## config.mk

```make
export PLATFORM = sky130hd
export DESIGN_NAME = mdio_master
export DESIGN_NICKNAME = d
export VERILOG_FILES = /design/src/rtl/mdio_pkg.sv /design/src/rtl/mdio_clkgen.sv /design/src/rtl/mdio_frame_eng.sv /design/src/rtl/mdio_regs.sv /design/src/rtl/mdio_master.sv
export SDC_FILE = /design/constraint.sdc
export NUM_CORES = 1
export LEC_CHECK = 0
export BUFFER_PORTS_ARGS = -buffer_cell sky130_fd_sc_hd__buf_2
export CELL_PAD_IN_SITES_DETAIL_PLACEMENT = 0
export CELL_PAD_IN_SITES_GLOBAL_PLACEMENT = 1
export CORE_UTILIZATION = 42
export CTS_CLUSTER_SIZE = 24
export DETAILED_ROUTE_END_ITERATION = 10
export MAX_ROUTING_LAYER = met4
export PLACE_DENSITY_LB_ADDON = 0.25
export SYNTH_ARGS = -nofsm -noshare
export SYNTH_HDL_FRONTEND = slang
export SYNTH_SLANG_ARGS = --single-unit
```

## constraint.sdc

```tcl
create_clock -name clk -period 6.95 [get_ports clk]
set_input_delay 1.39 -clock clk [delete_from_list [all_inputs] [get_ports clk]]
set_output_delay 1.39 -clock clk [all_outputs]
set_load 0.05 [all_outputs]
```

## src/rtl/mdio_pkg.sv

```systemverilog
package mdio_pkg;
  localparam int PREAMBLE_BITS = 32;

  typedef enum logic [1:0] {
    OPC_WRITE = 2'b01,
    OPC_READ  = 2'b10
  } mdio_opc_e;

  typedef enum logic [1:0] {
    RA_CFG   = 2'd0,
    RA_CMD   = 2'd1,
    RA_WDATA = 2'd2,
    RA_RDATA = 2'd3
  } reg_addr_e;

  localparam int CMD_PHY_LSB = 24;
  localparam int CMD_REG_LSB = 16;
  localparam int CMD_OP_LSB  = 14;
  localparam int CMD_GO_BIT  = 11;
  localparam int CMD_RDY_BIT = 7;
  localparam int CFG_EN_BIT  = 6;
endpackage

```

## src/rtl/mdio_clkgen.sv

```systemverilog
module mdio_clkgen #(
  parameter int DIV_W = 6
) (
  input  logic             clk,
  input  logic             rst_n,
  input  logic             en,
  input  logic [DIV_W-1:0] div,
  output logic             mdc,
  output logic             rise_stb,
  output logic             fall_stb
);
  logic [DIV_W-1:0] cnt_q, cnt_d;
  logic             mdc_q, mdc_d;

  always_comb begin
    cnt_d    = cnt_q;
    mdc_d    = mdc_q;
    rise_stb = 1'b0;
    fall_stb = 1'b0;
    if (!en) begin
      cnt_d = '0;
      mdc_d = 1'b0;
    end else if (cnt_q >= div) begin
      cnt_d    = '0;
      mdc_d    = ~mdc_q;
      rise_stb = ~mdc_q;
      fall_stb = mdc_q;
    end else begin
      cnt_d = cnt_q + 1'b1;
    end
  end

  always_ff @(posedge clk or negedge rst_n) begin
    if (!rst_n) begin
      cnt_q <= '0;
      mdc_q <= 1'b0;
    end else begin
      cnt_q <= cnt_d;
      mdc_q <= mdc_d;
    end
  end

  assign mdc = mdc_q;

  assert_mdc_idle_when_off_R3: assert property (
    @(posedge clk) disable iff (!rst_n) !en |=> !mdc_q);
  assert_rise_sets_mdc_R2: assert property (
    @(posedge clk) disable iff (!rst_n) rise_stb |=> mdc_q);
endmodule

```

## src/rtl/mdio_frame_eng.sv

```systemverilog
module mdio_frame_eng
  import mdio_pkg::*;
#(
  parameter int ADDR_W = 5,
  parameter int DATA_W = 16
) (
  input  logic              clk,
  input  logic              rst_n,
  input  logic              en,
  input  logic              start,
  input  logic              op_read,
  input  logic [ADDR_W-1:0] phy,
  input  logic [ADDR_W-1:0] regad,
  input  logic [DATA_W-1:0] wdata,
  input  logic              rise_stb,
  input  logic              fall_stb,
  input  logic              mdio_i,
  output logic              busy,
  output logic              mdio_o,
  output logic              mdio_oe,
  output logic [DATA_W-1:0] rd_data
);
  localparam int FRAME_BITS = PREAMBLE_BITS + 6 + 2 * ADDR_W + DATA_W;
  localparam int HDR_BITS   = FRAME_BITS - DATA_W;
  localparam int CNT_W      = $clog2(FRAME_BITS + 1);
  localparam int DRV_BITS   = HDR_BITS - 2;

  logic [FRAME_BITS-1:0] sh_q, sh_d, msk_q, msk_d, frame, mask;
  logic [CNT_W-1:0]      cnt_q, cnt_d;
  logic                  busy_q, busy_d, rd_q, rd_d, o_q, o_d, oe_q, oe_d;
  logic [DATA_W-1:0]     cap_q, cap_d, rdat_q, rdat_d;

  always_comb begin
    frame = {{PREAMBLE_BITS{1'b1}}, 2'b01,
             op_read ? OPC_READ : OPC_WRITE,
             phy, regad,
             op_read ? 2'b11 : 2'b10,
             op_read ? {DATA_W{1'b1}} : wdata};
    mask  = op_read ? {{DRV_BITS{1'b1}}, {(FRAME_BITS-DRV_BITS){1'b0}}}
                    : {FRAME_BITS{1'b1}};
  end

  always_comb begin
    sh_d   = sh_q;
    msk_d  = msk_q;
    cnt_d  = cnt_q;
    busy_d = busy_q;
    rd_d   = rd_q;
    o_d    = o_q;
    oe_d   = oe_q;
    cap_d  = cap_q;
    rdat_d = rdat_q;
    if (!en) begin
      busy_d = 1'b0;
      oe_d   = 1'b0;
      o_d    = 1'b1;
    end else if (start && !busy_q) begin
      sh_d   = frame;
      msk_d  = mask;
      cnt_d  = '0;
      busy_d = 1'b1;
      rd_d   = op_read;
    end else if (busy_q) begin
      if (fall_stb) begin
        if (cnt_q == CNT_W'(FRAME_BITS)) begin
          busy_d = 1'b0;
          oe_d   = 1'b0;
          o_d    = 1'b1;
          if (rd_q) rdat_d = cap_q;
        end else begin
          o_d   = sh_q[FRAME_BITS-1];
          oe_d  = msk_q[FRAME_BITS-1];
          sh_d  = sh_q << 1;
          msk_d = msk_q << 1;
          cnt_d = cnt_q + 1'b1;
        end
      end
      if (rise_stb && rd_q && cnt_q > CNT_W'(HDR_BITS))
        cap_d = {cap_q[DATA_W-2:0], mdio_i};
    end
  end

  always_ff @(posedge clk or negedge rst_n) begin
    if (!rst_n) begin
      sh_q   <= '0;
      msk_q  <= '0;
      cnt_q  <= '0;
      busy_q <= 1'b0;
      rd_q   <= 1'b0;
      o_q    <= 1'b1;
      oe_q   <= 1'b0;
      cap_q  <= '0;
      rdat_q <= '0;
    end else begin
      sh_q   <= sh_d;
      msk_q  <= msk_d;
      cnt_q  <= cnt_d;
      busy_q <= busy_d;
      rd_q   <= rd_d;
      o_q    <= o_d;
      oe_q   <= oe_d;
      cap_q  <= cap_d;
      rdat_q <= rdat_d;
    end
  end

  assign busy    = busy_q;
  assign mdio_o  = o_q;
  assign mdio_oe = oe_q;
  assign rd_data = rdat_q;

  assert_pin_moves_on_fall_R10: assert property (
    @(posedge clk) disable iff (!rst_n)
    (!$stable(o_q) || !$stable(oe_q)) |-> ($past(fall_stb) || !$past(en)));
  assert_read_releases_line_R5: assert property (
    @(posedge clk) disable iff (!rst_n)
    (busy_q && rd_q && cnt_q >= CNT_W'(DRV_BITS + 1)) |-> !oe_q);
  assert_idle_not_driving_R3: assert property (
    @(posedge clk) disable iff (!rst_n) $fell(busy_q) |-> !oe_q);
endmodule

```

## src/rtl/mdio_regs.sv

```systemverilog
module mdio_regs
  import mdio_pkg::*;
#(
  parameter int DIV_W  = 6,
  parameter int ADDR_W = 5,
  parameter int DATA_W = 16,
  parameter int BUS_W  = 32
) (
  input  logic              clk,
  input  logic              rst_n,
  input  logic              wr,
  input  logic [1:0]        addr,
  input  logic [BUS_W-1:0]  wdata,
  output logic [BUS_W-1:0]  rdata,
  input  logic              busy,
  input  logic [DATA_W-1:0] rd_data,
  output logic              en,
  output logic [DIV_W-1:0]  div,
  output logic              start,
  output logic              op_read,
  output logic [ADDR_W-1:0] phy,
  output logic [ADDR_W-1:0] regad,
  output logic [DATA_W-1:0] wd
);
  logic              en_q, en_d;
  logic [DIV_W-1:0]  div_q, div_d;
  logic [ADDR_W-1:0] phy_q, phy_d, reg_q, reg_d;
  logic [1:0]        op_q, op_d, bus_op;
  logic [DATA_W-1:0] wd_q, wd_d;
  logic              op_ok;

  assign bus_op  = wdata[CMD_OP_LSB +: 2];
  assign op_ok   = (bus_op == OPC_READ) || (bus_op == OPC_WRITE);
  assign start   = wr && (addr == RA_CMD) && wdata[CMD_GO_BIT] && en_q && !busy && op_ok;
  assign op_read = (bus_op == OPC_READ);
  assign phy     = wdata[CMD_PHY_LSB +: ADDR_W];
  assign regad   = wdata[CMD_REG_LSB +: ADDR_W];

  always_comb begin
    en_d  = en_q;
    div_d = div_q;
    phy_d = phy_q;
    reg_d = reg_q;
    op_d  = op_q;
    wd_d  = wd_q;
    if (wr && addr == RA_CFG) begin
      en_d  = wdata[CFG_EN_BIT];
      div_d = wdata[DIV_W-1:0];
    end
    if (wr && addr == RA_WDATA) wd_d = wdata[DATA_W-1:0];
    if (start) begin
      phy_d = phy;
      reg_d = regad;
      op_d  = bus_op;
    end
  end

  always_ff @(posedge clk or negedge rst_n) begin
    if (!rst_n) begin
      en_q  <= 1'b0;
      div_q <= '0;
      phy_q <= '0;
      reg_q <= '0;
      op_q  <= '0;
      wd_q  <= '0;
    end else begin
      en_q  <= en_d;
      div_q <= div_d;
      phy_q <= phy_d;
      reg_q <= reg_d;
      op_q  <= op_d;
      wd_q  <= wd_d;
    end
  end

  always_comb begin
    rdata = '0;
    case (addr)
      RA_CFG: begin
        rdata[CFG_EN_BIT]  = en_q;
        rdata[DIV_W-1:0]   = div_q;
      end
      RA_CMD: begin
        rdata[CMD_PHY_LSB +: ADDR_W] = phy_q;
        rdata[CMD_REG_LSB +: ADDR_W] = reg_q;
        rdata[CMD_OP_LSB +: 2]       = op_q;
        rdata[CMD_RDY_BIT]           = ~busy;
      end
      RA_WDATA: rdata[DATA_W-1:0] = wd_q;
      default:  rdata[DATA_W-1:0] = rd_data;
    endcase
  end

  assign en  = en_q;
  assign div = div_q;
  assign wd  = wd_q;

  assert_busy_needs_command_R8: assert property (
    @(posedge clk) disable iff (!rst_n)
    $rose(busy) |-> $past(wr && addr == RA_CMD && en_q));
endmodule

```

## src/rtl/mdio_master.sv

```systemverilog
module mdio_master #(
  parameter int DIV_W  = 6,
  parameter int ADDR_W = 5,
  parameter int DATA_W = 16,
  parameter int BUS_W  = 32
) (
  input  logic             clk,
  input  logic             rst_n,
  input  logic             reg_wr,
  input  logic [1:0]       reg_addr,
  input  logic [BUS_W-1:0] reg_wdata,
  output logic [BUS_W-1:0] reg_rdata,
  output logic             mdc,
  output logic             mdio_o,
  output logic             mdio_oe,
  input  logic             mdio_i
);
  logic              rst_meta_n, rst_sync_n;
  logic              en, start, op_read, busy, rise_stb, fall_stb;
  logic [DIV_W-1:0]  div;
  logic [ADDR_W-1:0] phy, regad;
  logic [DATA_W-1:0] wd, rd_data;

  always_ff @(posedge clk or negedge rst_n) begin
    if (!rst_n) begin
      rst_meta_n <= 1'b0;
      rst_sync_n <= 1'b0;
    end else begin
      rst_meta_n <= 1'b1;
      rst_sync_n <= rst_meta_n;
    end
  end

  mdio_regs #(.DIV_W(DIV_W), .ADDR_W(ADDR_W), .DATA_W(DATA_W), .BUS_W(BUS_W)) regs_i (
    .clk(clk), .rst_n(rst_sync_n), .wr(reg_wr), .addr(reg_addr), .wdata(reg_wdata),
    .rdata(reg_rdata), .busy(busy), .rd_data(rd_data), .en(en), .div(div),
    .start(start), .op_read(op_read), .phy(phy), .regad(regad), .wd(wd));

  mdio_clkgen #(.DIV_W(DIV_W)) clkgen_i (
    .clk(clk), .rst_n(rst_sync_n), .en(en), .div(div),
    .mdc(mdc), .rise_stb(rise_stb), .fall_stb(fall_stb));

  mdio_frame_eng #(.ADDR_W(ADDR_W), .DATA_W(DATA_W)) eng_i (
    .clk(clk), .rst_n(rst_sync_n), .en(en), .start(start), .op_read(op_read),
    .phy(phy), .regad(regad), .wdata(wd), .rise_stb(rise_stb), .fall_stb(fall_stb),
    .mdio_i(mdio_i), .busy(busy), .mdio_o(mdio_o), .mdio_oe(mdio_oe), .rd_data(rd_data));
endmodule

```

==> metrics.md <==
| Metric | Value |
|---|---|
| Clock sinks | `roughly 220` |
| Crit path max-delay family | `simple AND/OR/NAND/NOR gates` |
| Synth cell types | `47` |
| Total GRT Usage | `roughly 18%` |
| Share of cells above drive strength 1 | `17.0%` |
| Most used cell along the critical path | `buf_2` |
| Largest family of logic cells by synthesized area | `simple AND/OR/NAND/NOR gates` |
| DRT Pass-1 Iters | `4` |
| Register area share after synthesis | `approximately 56%` |
| WL per Instance | `16.5 µm` |
| Min-delay worst type | `register to register` |
| Design area | `10,700 µm²` |
| Final hold viol count | `0` |
| Worst EP arrival | `around 2.7 ns` |
| Commonest cells after routing, fill and taps aside | `213 x dfrtp_1, 120 x o21ai_0, 105 x nor2_1` |
| Period Utilization, post-route | `about three fifths` |
| Clk_skew | `between 0.01 and 0.015 ns` |
| Chip height | `153 µm` |
| Adder-Cell Fraction of Synth Area | `around 1.3%` |
| Fin. max-slew vios | `0` |
| Setup crit end kind | `output port` |
| Req. time, crit path | `about 5.6 ns` |
| Commonest non-fill, non-tap cell in the layout | `dfrtp_1` |
| Skew-Pair Late Insertion Delay | `0.52 ns` |
| Final #Nets | `between 1,000 and 1,500` |
| H-tree depth | `1` |
| Reg2reg start | `clkgen_i.cnt_q[5]` |
| DP Wirelength | `approximately 11,000 µm` |
| First-pass GRT wire length | `around 35,000 µm` |
| Grt total ovfl | `0` |
| Initial core utilization | `a little over two fifths` |
| IO buf count | `60` |
| GPL Wtd Cong | `0.745` |
| Wirelength, routed | `around 21,000 µm` |
| P_leak | `between 4 and 5 nW` |
| Largest net degree at the start of global routing | `between 150 and 200` |
| Boundary pin count | `73` |
| Full die area | `around 23,000 µm²` |
| Compound-Gate Fraction of Synth Area | `14.0%` |
| Worst slew pin tran | `around 1.2 ns` |
| Syn. warnings | `0` |
| Critical path's largest stage delay | `between 0.4 and 0.5 ns` |
| Setup crit end | `reg_rdata[25]` |
| Placed Area | `between 9000 and 10,000 µm²` |
| ANT cells | `0` |
| Antenna Violating Nets Remaining | `0` |
| Pwr Density | `around 290 nW/µm²` |
| Area share of xor/xnor cells in the synthesized design | `less than 1%` |
| FF-to-FF End | `eng_i.sh_q[10]` |
| Hold buffers post-CTS | `0` |
| Status | `complete, no violations` |
| Cell count after synthesis | `~950` |
| Critical Path Start Type | `input port` |
| Initial antenna violation count | `0` |
| Total clock buffers created by CTS | `24` |
| Worst hold slack | `between 0.3 and 0.4 ns` |
| Worst R2R Setup Slack | `roughly 3.7 ns` |
| Post-Route Setup TNS | `0 ns` |
| Root Driver | `clkbuf_16` |
| Flop and latch count out of synthesis | `~220` |
| Placeable Area | `22,100 µm²` |
| Iteration-0 DRC Markers | `a little under 700` |
| Synthesized area | `approximately 9600 µm²` |
| Rel. slew slack | `~19%` |
| Worst path depth | `4` |
| Longest Clk Path Bufs | `3` |
| Buffers and inverters on the worst path | `2` |
| Maxcap violations | `0` |
| Drt drc | `0` |
| Vias | `approximately 7,000` |
| Final min period | `4.12 ns` |
| Worst vdd rail ir drop | `roughly 180 µV` |
| Crit-path cells | `buf_2 -> nor2b_1 -> and2_1 -> buf_2` |
| Clock transition at path regs | `0.06 ns` |
| Max Fclk | `between 0.2 and 0.25 GHz` |
| Slowest stage cell, crit path | `nor2b_1` |
| Origin of the worst setup path | `reg_addr[0]` |
| Setup violations, final | `0` |
| Die X-Extent | `roughly 150 µm` |
| Area Overhead vs Synth | `12.3%` |
| Vias per cell | `about 5.5` |
| Postcts setup bufs | `0` |
| Worst r2r path cells | `8` |
| Row cnt | `54` |
| Vias in the first global route | `between 6,000 and 7,000` |
| Critical path class | `input port to output port` |
| Post-synthesis simple-gate area fraction | `between 10% and 20%` |
| Mean post-synth cell area | `10.0 µm²` |
| Post_cts resized | `0` |
| Max Fanout on Critical Path | `22` |
| RSZ-0062 raised after global routing | `no` |
| Post-synthesis mux area share | `roughly 8%` |
| CTS tree | `built` |
-- how the worst min path moves through the flow --
stage | from | end | cells past startpoint
after floorplan | rst_meta_n | rst_sync_n | 0
after global placement | rst_meta_n | rst_sync_n | 0
after detailed placement | rst_meta_n | rst_sync_n | 0
after CTS | rst_meta_n | rst_sync_n | 0
after global routing | rst_meta_n | rst_sync_n | 0
final | rst_meta_n | rst_sync_n | 0
-- flip-flops by register name, indices dropped and copies added (netlist names) --
signal and flops:
regs_i.en 1, eng_i.sh_q 64, eng_i.mdio_o 1, eng_i.cap_q 16, regs_i.op_q 2, clkgen_i.cnt_q 6
regs_i.div 6, eng_i.rd_data 16, rst_meta_n 1, regs_i.phy_q 5, eng_i.msk_q 64, regs_i.wd 16
clkgen_i.mdc 1, eng_i.rd_q 1, eng_i.busy 1, regs_i.reg_q 5, eng_i.mdio_oe 1, eng_i.cnt_q 7
rst_sync_n 1
-- cell families after synthesis --
group	Yosys count
fa+ha+maj	10
simple gates	313
compound gates	247
flops	215
other cells	2
mux	68
buf+inv	95
xor+xnor	4
-- layout make-up --
class,count,area (µm²)
fillers,2077,11400
flip-flops and latches,215,5390
multi-input cells,649,3800
clock buffers,37,711
repair buffers,73,410
well taps,280,350
clock inverters,3,40.0
inverters,10,37.5
-- per-stage QoR --
| step | total power, mW | cells | util (%) | setup WS [ns] |
|---|---|---|---|---|
| after floorplan | 1.78 | 959 | - | 0.517 |
| after global placement | 1.87 | 1227 | 45.2 | 2.81 |
| after detailed placement | 1.88 | 1227 | 45.2 | 2.78 |
| after CTS | 3.12 | 1267 | 48.6 | 2.78 |
| after global routing | 3.22 | 1267 | 48.6 | 2.66 |
| final | 3.08 | 1267 | 48.6 | 2.83 |
-- worst register-to-register path, stage by stage (launching register included) --
cell	delay [ns]
dfrtp_1	0.40
ha_1	0.36
a21oi_1	0.11
o22ai_1	0.27
a21oi_2	0.05
buf_4	0.25
nor2_4	0.84
buf_4	0.60
o21ai_0	0.21
-- routing by layer --
metal | vias up | routed length [µm] | GRT usage, %
li1 | 3342 | - | -
met1 | 3490 | 10600 | 27.6
met2 | 109 | 9290 | 26.7
met3 | 35 | 624 | 2.30
met4 | 0 | 425 | 4.43
met5 | - | 0 | -
-- cells in the mapped netlist, drive strengths merged --
cell type	n	share of area, %
buf	38	2.3
o211ai	1	0.079
nor3b	2	0.21
and2	12	0.79
a22o	3	0.27
dfrtp	214	56
or4	3	0.24
mux2	51	6.4
nand3b	1	0.079
nand4b	1	0.092
o31ai	3	0.24
nand3	103	5.4
a31oi	34	2.2
and3	1	0.065
or3	2	0.13
clkbuf	47	1.8
xnor2	2	0.18
ha	10	1.3
a21oi	43	2.3
mux2i	17	1.8
nor4	2	0.29
o221a	1	0.21
conb	2	0.079
a21o	3	0.24
nor2	106	4.2
xor2	2	0.18
nand2	64	2.5
nand4	2	0.20
o22ai	13	0.85
and4b	1	0.10
nor2b	8	0.52
inv	10	0.39
o21ai	146	7.6
nand2b	3	0.20
nor3	2	0.21
dfstp	1	0.27
-- power by group --
group          switching [mW]  internal [mW]
clock network           0.491          0.733
logic                   0.228          0.137
registers               0.100           1.39
total                   0.819           2.26
No activity file was read; power rests on OpenSTA's default activity.
